## src/rtl/tmr_pkg.sv

```systemverilog
package tmr_pkg;
  localparam int CNT_W = 8;
  localparam int PRE_W = 5;

  typedef enum logic [1:0] {
    LAY_PRE13  = 2'b00,
    LAY_FULL16 = 2'b01,
    LAY_RELOAD = 2'b10,
    LAY_SPLIT  = 2'b11
  } tmr_layout_e;
endpackage

```

## src/rtl/tmr_enable.sv

```systemverilog
module tmr_enable (
  input  logic run,
  input  logic gate,
  input  logic ext_lvl,
  input  logic src_sel,
  input  logic tick,
  input  logic evt_pulse,
  input  logic peer_run,
  output logic step_main,
  output logic step_split_hi
);
  logic gate_open;
  logic src_pulse;

  always_comb begin
    gate_open     = ~gate | ext_lvl;
    src_pulse     = src_sel ? evt_pulse : tick;
    step_main     = run & gate_open & src_pulse;
    step_split_hi = peer_run & tick;
  end
endmodule

```

## src/rtl/tmr_count.sv

```systemverilog
module tmr_count
  import tmr_pkg::*;
#(
  parameter int W  = CNT_W,
  parameter int PW = PRE_W
) (
  input  logic         clk,
  input  logic         rst_n,
  input  tmr_layout_e  layout,
  input  logic         step_main,
  input  logic         step_split_hi,
  input  logic         wr_lo,
  input  logic         wr_hi,
  input  logic [W-1:0] wr_data,
  output logic [W-1:0] cnt_lo,
  output logic [W-1:0] cnt_hi,
  output logic         wrap_a,
  output logic         wrap_b
);
  localparam int UPW = W - PW;

  logic [W-1:0]  lo_nxt, hi_nxt;
  logic [PW-1:0] pre_q;
  logic          linked, any_wr, adv_link, adv_lo_split, adv_hi_split;

  always_comb begin
    pre_q        = cnt_lo[PW-1:0];
    linked       = (layout != LAY_SPLIT);
    any_wr       = wr_lo | wr_hi;
    adv_link     = linked & step_main & ~any_wr;
    adv_lo_split = ~linked & step_main & ~wr_lo;
    adv_hi_split = ~linked & step_split_hi & ~wr_hi;
    lo_nxt       = cnt_lo;
    hi_nxt       = cnt_hi;
    wrap_a       = 1'b0;
    wrap_b       = 1'b0;
    unique case (layout)
      LAY_PRE13: if (adv_link) begin
        lo_nxt = {cnt_lo[W-1:PW], pre_q + 1'b1};
        if (&pre_q) begin
          hi_nxt = cnt_hi + 1'b1;
          wrap_a = &cnt_hi;
        end
      end
      LAY_FULL16: if (adv_link) begin
        lo_nxt = cnt_lo + 1'b1;
        if (&cnt_lo) begin
          hi_nxt = cnt_hi + 1'b1;
          wrap_a = &cnt_hi;
        end
      end
      LAY_RELOAD: if (adv_link) begin
        if (&cnt_lo) begin
          lo_nxt = cnt_hi;
          wrap_a = 1'b1;
        end else begin
          lo_nxt = cnt_lo + 1'b1;
        end
      end
      LAY_SPLIT: begin
        if (adv_lo_split) begin
          lo_nxt = cnt_lo + 1'b1;
          wrap_a = &cnt_lo;
        end
        if (adv_hi_split) begin
          hi_nxt = cnt_hi + 1'b1;
          wrap_b = &cnt_hi;
        end
      end
      default: ;
    endcase
    if (wr_lo) lo_nxt = wr_data;
    if (wr_hi) hi_nxt = wr_data;
  end

  always_ff @(posedge clk or negedge rst_n) begin
    if (!rst_n) begin
      cnt_lo <= '0;
      cnt_hi <= '0;
    end else begin
      cnt_lo <= lo_nxt;
      cnt_hi <= hi_nxt;
    end
  end

  a_r3_upper_hold: assert property (@(posedge clk) disable iff (!rst_n)
    (layout == LAY_PRE13 && !wr_lo) |=> cnt_lo[W-1:PW] == $past(cnt_lo[W-1:PW]))
    else $error("R3 upper low-byte bits moved");
  a_r4_wrap_zero: assert property (@(posedge clk) disable iff (!rst_n)
    (layout == LAY_FULL16 && wrap_a) |=> (cnt_lo == '0 && cnt_hi == '0))
    else $error("R4 16-bit wrap not zero");
  a_r5_reload: assert property (@(posedge clk) disable iff (!rst_n)
    (layout == LAY_RELOAD && wrap_a && !wr_hi) |=> (cnt_lo == $past(cnt_hi) && $stable(cnt_hi)))
    else $error("R5 reload value wrong");
  a_r6_hi_idle: assert property (@(posedge clk) disable iff (!rst_n)
    (layout == LAY_SPLIT && !step_split_hi && !wr_hi) |=> $stable(cnt_hi))
    else $error("R6 split high byte moved without tick");
  a_r8_write_lo: assert property (@(posedge clk) disable iff (!rst_n)
    wr_lo |=> cnt_lo == $past(wr_data))
    else $error("R8 low write lost");
  a_r8_write_hi: assert property (@(posedge clk) disable iff (!rst_n)
    wr_hi |=> cnt_hi == $past(wr_data))
    else $error("R8 high write lost");

  initial begin
    a_r3_width: assert (UPW > 0) else $error("R3 prescaler wider than byte");
  end
endmodule

```

## src/rtl/tmr_flag.sv

```systemverilog
module tmr_flag (
  input  logic clk,
  input  logic rst_n,
  input  logic set,
  input  logic sw_clr,
  input  logic ack,
  output logic flag
);
  always_ff @(posedge clk or negedge rst_n) begin
    if (!rst_n)              flag <= 1'b0;
    else if (set)            flag <= 1'b1;
    else if (sw_clr || ack)  flag <= 1'b0;
  end

  a_r9_set_wins: assert property (@(posedge clk) disable iff (!rst_n)
    set |=> flag)
    else $error("R9 overflow not flagged");
  a_r9_clear: assert property (@(posedge clk) disable iff (!rst_n)
    (!set && (sw_clr || ack)) |=> !flag)
    else $error("R9 flag not cleared");
  a_r7_hold: assert property (@(posedge clk) disable iff (!rst_n)
    (!set && !sw_clr && !ack) |=> $stable(flag))
    else $error("R7 flag changed on its own");
endmodule

```

## src/rtl/tmr_unit.sv

```systemverilog
module tmr_unit
  import tmr_pkg::*;
(
  input  logic       clk,
  input  logic       rst_n,
  input  logic [1:0] mode,
  input  logic       run,
  input  logic       gate,
  input  logic       ext_lvl,
  input  logic       src_sel,
  input  logic       tick,
  input  logic       evt_pulse,
  input  logic       peer_run,
  input  logic       wr_lo,
  input  logic       wr_hi,
  input  logic [7:0] wr_data,
  input  logic       flag0_clr,
  input  logic       flag1_clr,
  input  logic       ack0,
  input  logic       ack1,
  output logic [7:0] cnt_lo,
  output logic [7:0] cnt_hi,
  output logic       ovf_flag0,
  output logic       ovf_flag1
);
  localparam int NFLAG = 2;

  tmr_layout_e layout;
  logic        step_main, step_split_hi;
  logic [NFLAG-1:0] wrap_v, clr_v, ack_v, flag_v;

  assign layout = tmr_layout_e'(mode);

  tmr_enable u_en (
    .run(run), .gate(gate), .ext_lvl(ext_lvl), .src_sel(src_sel),
    .tick(tick), .evt_pulse(evt_pulse), .peer_run(peer_run),
    .step_main(step_main), .step_split_hi(step_split_hi)
  );

  tmr_count #(.W(CNT_W), .PW(PRE_W)) u_cnt (
    .clk(clk), .rst_n(rst_n), .layout(layout),
    .step_main(step_main), .step_split_hi(step_split_hi),
    .wr_lo(wr_lo), .wr_hi(wr_hi), .wr_data(wr_data),
    .cnt_lo(cnt_lo), .cnt_hi(cnt_hi),
    .wrap_a(wrap_v[0]), .wrap_b(wrap_v[1])
  );

  assign clr_v = {flag1_clr, flag0_clr};
  assign ack_v = {ack1, ack0};

  for (genvar i = 0; i < NFLAG; i++) begin : g_flag
    tmr_flag u_flag (
      .clk(clk), .rst_n(rst_n), .set(wrap_v[i]),
      .sw_clr(clr_v[i]), .ack(ack_v[i]), .flag(flag_v[i])
    );
  end

  assign ovf_flag0 = flag_v[0];
  assign ovf_flag1 = flag_v[1];

  a_r2_halt: assert property (@(posedge clk) disable iff (!rst_n)
    (!run && mode != 2'b11 && !wr_lo && !wr_hi) |=> ($stable(cnt_lo) && $stable(cnt_hi)))
    else $error("R2 counted while stopped");
  a_r6_flag1_idle: assert property (@(posedge clk) disable iff (!rst_n)
    (mode != 2'b11 && !ovf_flag1) |=> !ovf_flag1)
    else $error("R6 flag 1 set outside split layout");
endmodule

```

## config.mk

```make
export PLATFORM = sky130hd
export DESIGN_NAME = tmr_unit
export DESIGN_NICKNAME = d
export VERILOG_FILES = /design/src/rtl/tmr_pkg.sv /design/src/rtl/tmr_enable.sv /design/src/rtl/tmr_count.sv /design/src/rtl/tmr_flag.sv /design/src/rtl/tmr_unit.sv
export SDC_FILE = /design/constraint.sdc
export NUM_CORES = 1
export LEC_CHECK = 0
export BUFFER_PORTS_ARGS = -buffer_cell sky130_fd_sc_hd__buf_4
export CORE_ASPECT_RATIO = 1.25
export CORE_UTILIZATION = 45
export DETAILED_ROUTE_END_ITERATION = 7
export PLACE_DENSITY = 0.84
export RECOVER_POWER = 25
export SLEW_MARGIN = 20
export SYNTH_ARGS = -nofsm -noshare
export SYNTH_HDL_FRONTEND = slang
export SYNTH_SLANG_ARGS = --single-unit
```

## constraint.sdc

```tcl
create_clock -name clk -period 2.1 [get_ports clk]
set_input_delay 0.315 -clock clk [delete_from_list [all_inputs] [get_ports clk]]
set_output_delay 0.315 -clock clk [all_outputs]
set_load 0.01 [all_outputs]
```

Word-level counts from Yosys, hierarchy flattened
Cells that the tools add are included.
{ "word_totals": {"ff_bits": 18, "latchBits": 0, "ram_bits": 0, "mem_bits_ro": 0, "in_bits": 25, "output_inout_bits": 18, "word_cells": 79, "memories": 0} }
{ "op_classes": {"add_sub_neg": 3, "mul": 0, "div_mod_pow": 0, "magnitude_cmp": 0, "n_eq_ne": 14, "shifts": 0, "n_mux": 29, "bitwise": 16, "reduce_logical": 12} }
{ "ops": {"columns": ["operator", "n"], "rows": [
  ["8-bit 2-to-1 mux", 11],
  ["8-bit case mux with 4 select lines", 1],
  ["3-bit by 2-bit != test with 1-bit output (second input constant)", 9],
  ["8-bit case mux with 3 select lines", 1],
  ["8-bit by 1-bit adder with 8-bit output (second input constant)", 2],
  ["8-bit AND reduction", 2],
  ["1-bit 2-to-1 mux", 14],
  ["1-bit bitwise AND", 9],
  ["4-bit AND reduction", 2],
  ["6-bit AND reduction", 1],
  ["5-bit by 1-bit adder with 5-bit output (second input constant)", 1],
  ["5-bit 2-to-1 mux", 1],
  ["1-bit inverter", 5],
  ["5-bit AND reduction", 1],
  ["2-bit == test (second input constant)", 2],
  ["2-bit != test (second input constant)", 2],
  ["1-bit case mux with 4 select lines", 1],
  ["2-bit nonzero test", 2],
  ["4-bit nonzero test", 1],
  ["2-bit by 1-bit == test with 1-bit output (second input constant)", 1],
  ["2-bit zero test", 1],
  ["1-bit logical OR", 2],
  ["1-bit bitwise OR", 2]
]} }

Longest topological paths before layout
{ "logic_depth": {"ltp_word": 9, "depth_mapped": 6} }

Cells and area by module
From an unflattened synthesis, not the netlist that was laid out.
{ "hier_totals": {"cells_unflattened": 176, "area_unflattened_um2": 1445.1} }
{ "modules_own_cells": {"columns": ["module", "instances", "cells_per_inst", "area_per_inst_um2"], "rows": [
  ["tmr_count", 1, 166, 1342.5],
  ["tmr_flag", 2, 3, 36.3],
  ["tmr_enable", 1, 4, 30.0]
]} }

Least setup slack after synthesis
OpenSTA, ideal clock, no wires.
{ "synth_path": {"path_kind": "register -> register", "from": "register u_cnt.cnt_lo[0]", "to": "register u_cnt.cnt_hi[4]", "setup_ns": 0.104, "t_arrival_ns": 2.065, "required_ns": 1.996, "path_slack_ns": -0.068, "path_stages_with_launch": 7, "cell_sequence": "dfrtp_1 -> ha_1 -> nand4_1 -> or2_2 -> or3_4 -> or4_1 -> o311ai_1"} }
{ "synth_between": {"elab_chain_cells": 3, "word_cells_on_any_way": 5, "cone_classes": "eq/ne (2); reduce/logical (3)"} }
{ "synth_lines": {"columns": ["element", "line", "source"], "rows": [
  ["start: declaration", "tmr_count.sv:15", "output logic [W-1:0] cnt_lo,"],
  ["start signal: assignment", "tmr_count.sv:81", "cnt_lo <= lo_nxt;"],
  ["8-bit AND reduction / 5-bit AND reduction (equally long branches)", "tmr_count.sv:47, tmr_count.sv:40", null],
  ["3-bit by 2-bit != test with 1-bit output (no line)", null, null],
  ["6-bit AND reduction (no line) *", null, null],
  ["end signal: assignment", "tmr_count.sv:82", "cnt_hi <= hi_nxt;"],
  ["end: declaration", "tmr_count.sv:16", "output logic [W-1:0] cnt_hi,"]
]} }
Mark *: on every way between the ends. The rest lies on a longest branch, timed or not.
A chain may end at the register's enable or synchronous reset.

Worst setup path after layout
Same ends and word-level chain as after synthesis.

==> reports/metrics.csv <==
metric;value;unit
IO Port Bufs;42;
Maximum Capacitance Violations;0;
Cell Area, Placed;1705;sq um
final-report max-slew violation count;0;
combinational cell fraction of total power;31.0;%
Clock Path Buffers;2;
clock tree sinks;18;
cell taking the most area after synthesis;dfrtp_1;
initial core utilization;47.71;%
worst-margin pin slew;1.055;ns
iteration-0 DRC count of the detailed router;52;
critical path class;flip-flop to flip-flop;
worst-path maximum fanout;6;
worst-case setup margin in the final layout;0.07816;ns
required time at the endpoint of the critical path;2.30;ns
static leakage power;0.7833;nW
final hold violation count;0;
proportion of power drawn by the clock network;23.1;%
drt first pass iters;4;
Die ar.;3060;sq um
Sequential Power Share;46.0;%
proportion of register bits with asynchronous set or reset after synthesis;100.0;%
summed instance area of the synthesized netlist;1279;sq um
Placer Congestion;0.8896;
number of setup violations in the final report;0;
peak ir drop on the vdd network;389.2;uV
number of synthesized register bits;18;
clock period minus worst slack;2.022;ns
dpl ws;0.03044;ns
num ports;43;
Period Utilization, post-route;96.28;%
global router's overall resource usage;25.38;%
class of the tightest hold or removal check;input port to flip-flop;
number of buffers created by CTS;3;
Post-Route WL;3.656;mm
relative area change from synthesis to final layout;37.28;%
highest achievable clock rate;0.4946;GHz
number of nets with antenna violations after routing;0;
share of synthesized area occupied by flip-flops and latches;35.23;%
R2R depth;6;
number of instances resized during post-cts repair;0;
Clock Pin Slew Worst Setup and Hold Paths;0.10;ns
Congestion Overflow GR;0;
power per cell area;533.6;nW/um^2
switching power;0.3041;mW
Hold WS;0.2278;ns
CTS H-tree lvls;1;
ant diodes;0;
launching element type of the critical path;flip-flop;
Total Neg Setup Slack;0;ns
CTS Root Cell;clkbuf_4;
die span in y;61.60;um
status;completed;
wire length of the first global-routing pass;5.830;mm
fin nets;237;
remaining max-slew budget at the tightest pin;29.64;%
instance count along the most critical hold path;2;
Sw Ratio;32.46;%
wire length per cell after detailed routing;15.05;um
arrival time of data at the critical path endpoint;2.22;ns
drc violations;0;
final HPWL from detailed placement;2.775;mm
Cell Int Power;0.6326;mW
post-synthesis net count;182;
Area contributors post-synth;dfrtp_1, nand2_1, a21oi_1, mux2i_1, inv_1;
vias in the first global route;1331;
initial antenna violation count;0;
pin count of the biggest net entering global routing;27;
clock insertion delay at the later pin of the skew report;0.30;ns
predominant post-synthesis flop cell;dfrtp_1;
setup skew after layout;0.001789;ns
total of warnings raised by yosys;0;
mean area per synthesized cell;8.250;sq um
most frequent standard cell in the layout excluding fill and tap cells;buf_4;
area share of the largest cell type after synthesis;35.23;%
count of flip-flops with a built-in enable after synthesis;0;
Row Count;21;
final design area excluding fillers;1755;sq um
leading cell types in the layout, fill and taps excluded;buf_4, nand2_1, dfrtp_1, inv_1, nor2_1;
endpoint type of the worst setup path;flip-flop;
horizontal extent of the die;49.68;um
Vias;1459;
fraction of layout cells with a size suffix above 1;31.58;%
Std-Cell Core Area;2680;sq um
number of instances in the synthesized netlist;155;
detailed-route vias per instance;6.004;
number of different library cells in the post-synthesis netlist;42;
clock tree from TritonCTS;yes;
-- worst paths after layout --
path	start	endpoint	slack [ns]
max in group asynchronous	rst_n	u_cnt.cnt_lo[0]$_DFFE_PN0P_	0.69
hold / removal	wr_data[1]	u_cnt.cnt_lo[1]$_DFFE_PN0P_	0.23
min in group asynchronous	rst_n	u_cnt.cnt_hi[1]$_DFFE_PN0P_	0.72
setup reg to reg	u_cnt.cnt_lo[0]$_DFFE_PN0P_	u_cnt.cnt_hi[4]$_DFFE_PN0P_	0.08
setup / recovery	u_cnt.cnt_lo[0]$_DFFE_PN0P_	u_cnt.cnt_hi[4]$_DFFE_PN0P_	0.08
hold reg to reg	g_flag[1].u_flag.flag$_DFFE_PN0P_	g_flag[1].u_flag.flag$_DFFE_PN0P_	0.49
-- synth_stat cells (5+ instances only) --
library cell and instances:
nor2b_1 5, a21oi_1 10, dfrtp_1 18, nor3_1 5
nand2_1 18, mux2i_1 5, nand3_1 5, o311ai_0 5
o21ai_0 5, inv_1 13, nor2_1 11
-- state kept, by name (all words and copies together) (netlist names) --
register and flops:
g_flag.u_flag.flag 2, u_cnt.cnt_hi 8, u_cnt.cnt_lo 8
-- power by group through the flow --
stage                     registers (mW)  clock network, mW  logic (mW)
after floorplan                    0.449                  0       0.116
final                              0.431              0.216       0.290
after detailed placement           0.437                  0       0.286
after global routing               0.436              0.233       0.320
after global placement             0.432                  0       0.278
after CTS                          0.430              0.222       0.289
-- metrics by stage --
step           power [mW]  cells  util [%]
6_report           0.9367    243     65.50
5_1_grt            0.9885    243     65.50
4_1_cts            0.9408    242     65.36
3_5_place_dp       0.7222    237     63.63
3_3_place_gp       0.7104    237     63.63
2_1_floorplan      0.5646    155         -
-- routing by layer --
metal,vias to the layer above,global-route usage (%),routed length [um]
li1,700,-,-
met4,0,13.88,116
met1,678,28.07,1402
met5,-,0,0
met3,13,4.198,225
met2,68,46.91,1913
-- layout make-up --
type,instances,area (sq um)
Clock buffer,4,36.28
Fill cell,249,924.6
Inverter,13,48.80
Multi-Input combinational cell,119,764.5
Sequential cell,18,451.7
Tap cell,34,42.54
Timing Repair Buffer,55,411.6
-- timing repair --
item                                   4_1_cts  5_1_grt
setup endpoints to repair                    0        1
hold buffers                                 1        0
buffers inserted                             0        1
endpoints found under the hold margin       18        0
-- cells by family after synthesis --
kind of cell	count (synthesis)	synth area share, %
muxes	7	5.675
buffers and inverters	18	5.381
AOI/OAI and AO/OA	48	26.81
adders and majority gates	2	1.957
and+or+nand+nor	62	24.95
DFF	18	35.22
-- critical path: stages, from the launching register on --
cell and delay, ns:
dfrtp_2 0.38, ha_2 0.21, nand4_1 0.11, or2_4 0.28, or3_4 0.37, or4_1 0.47, o311ai_1 0.10
Note: power is estimated with default switching activity, not from simulation.
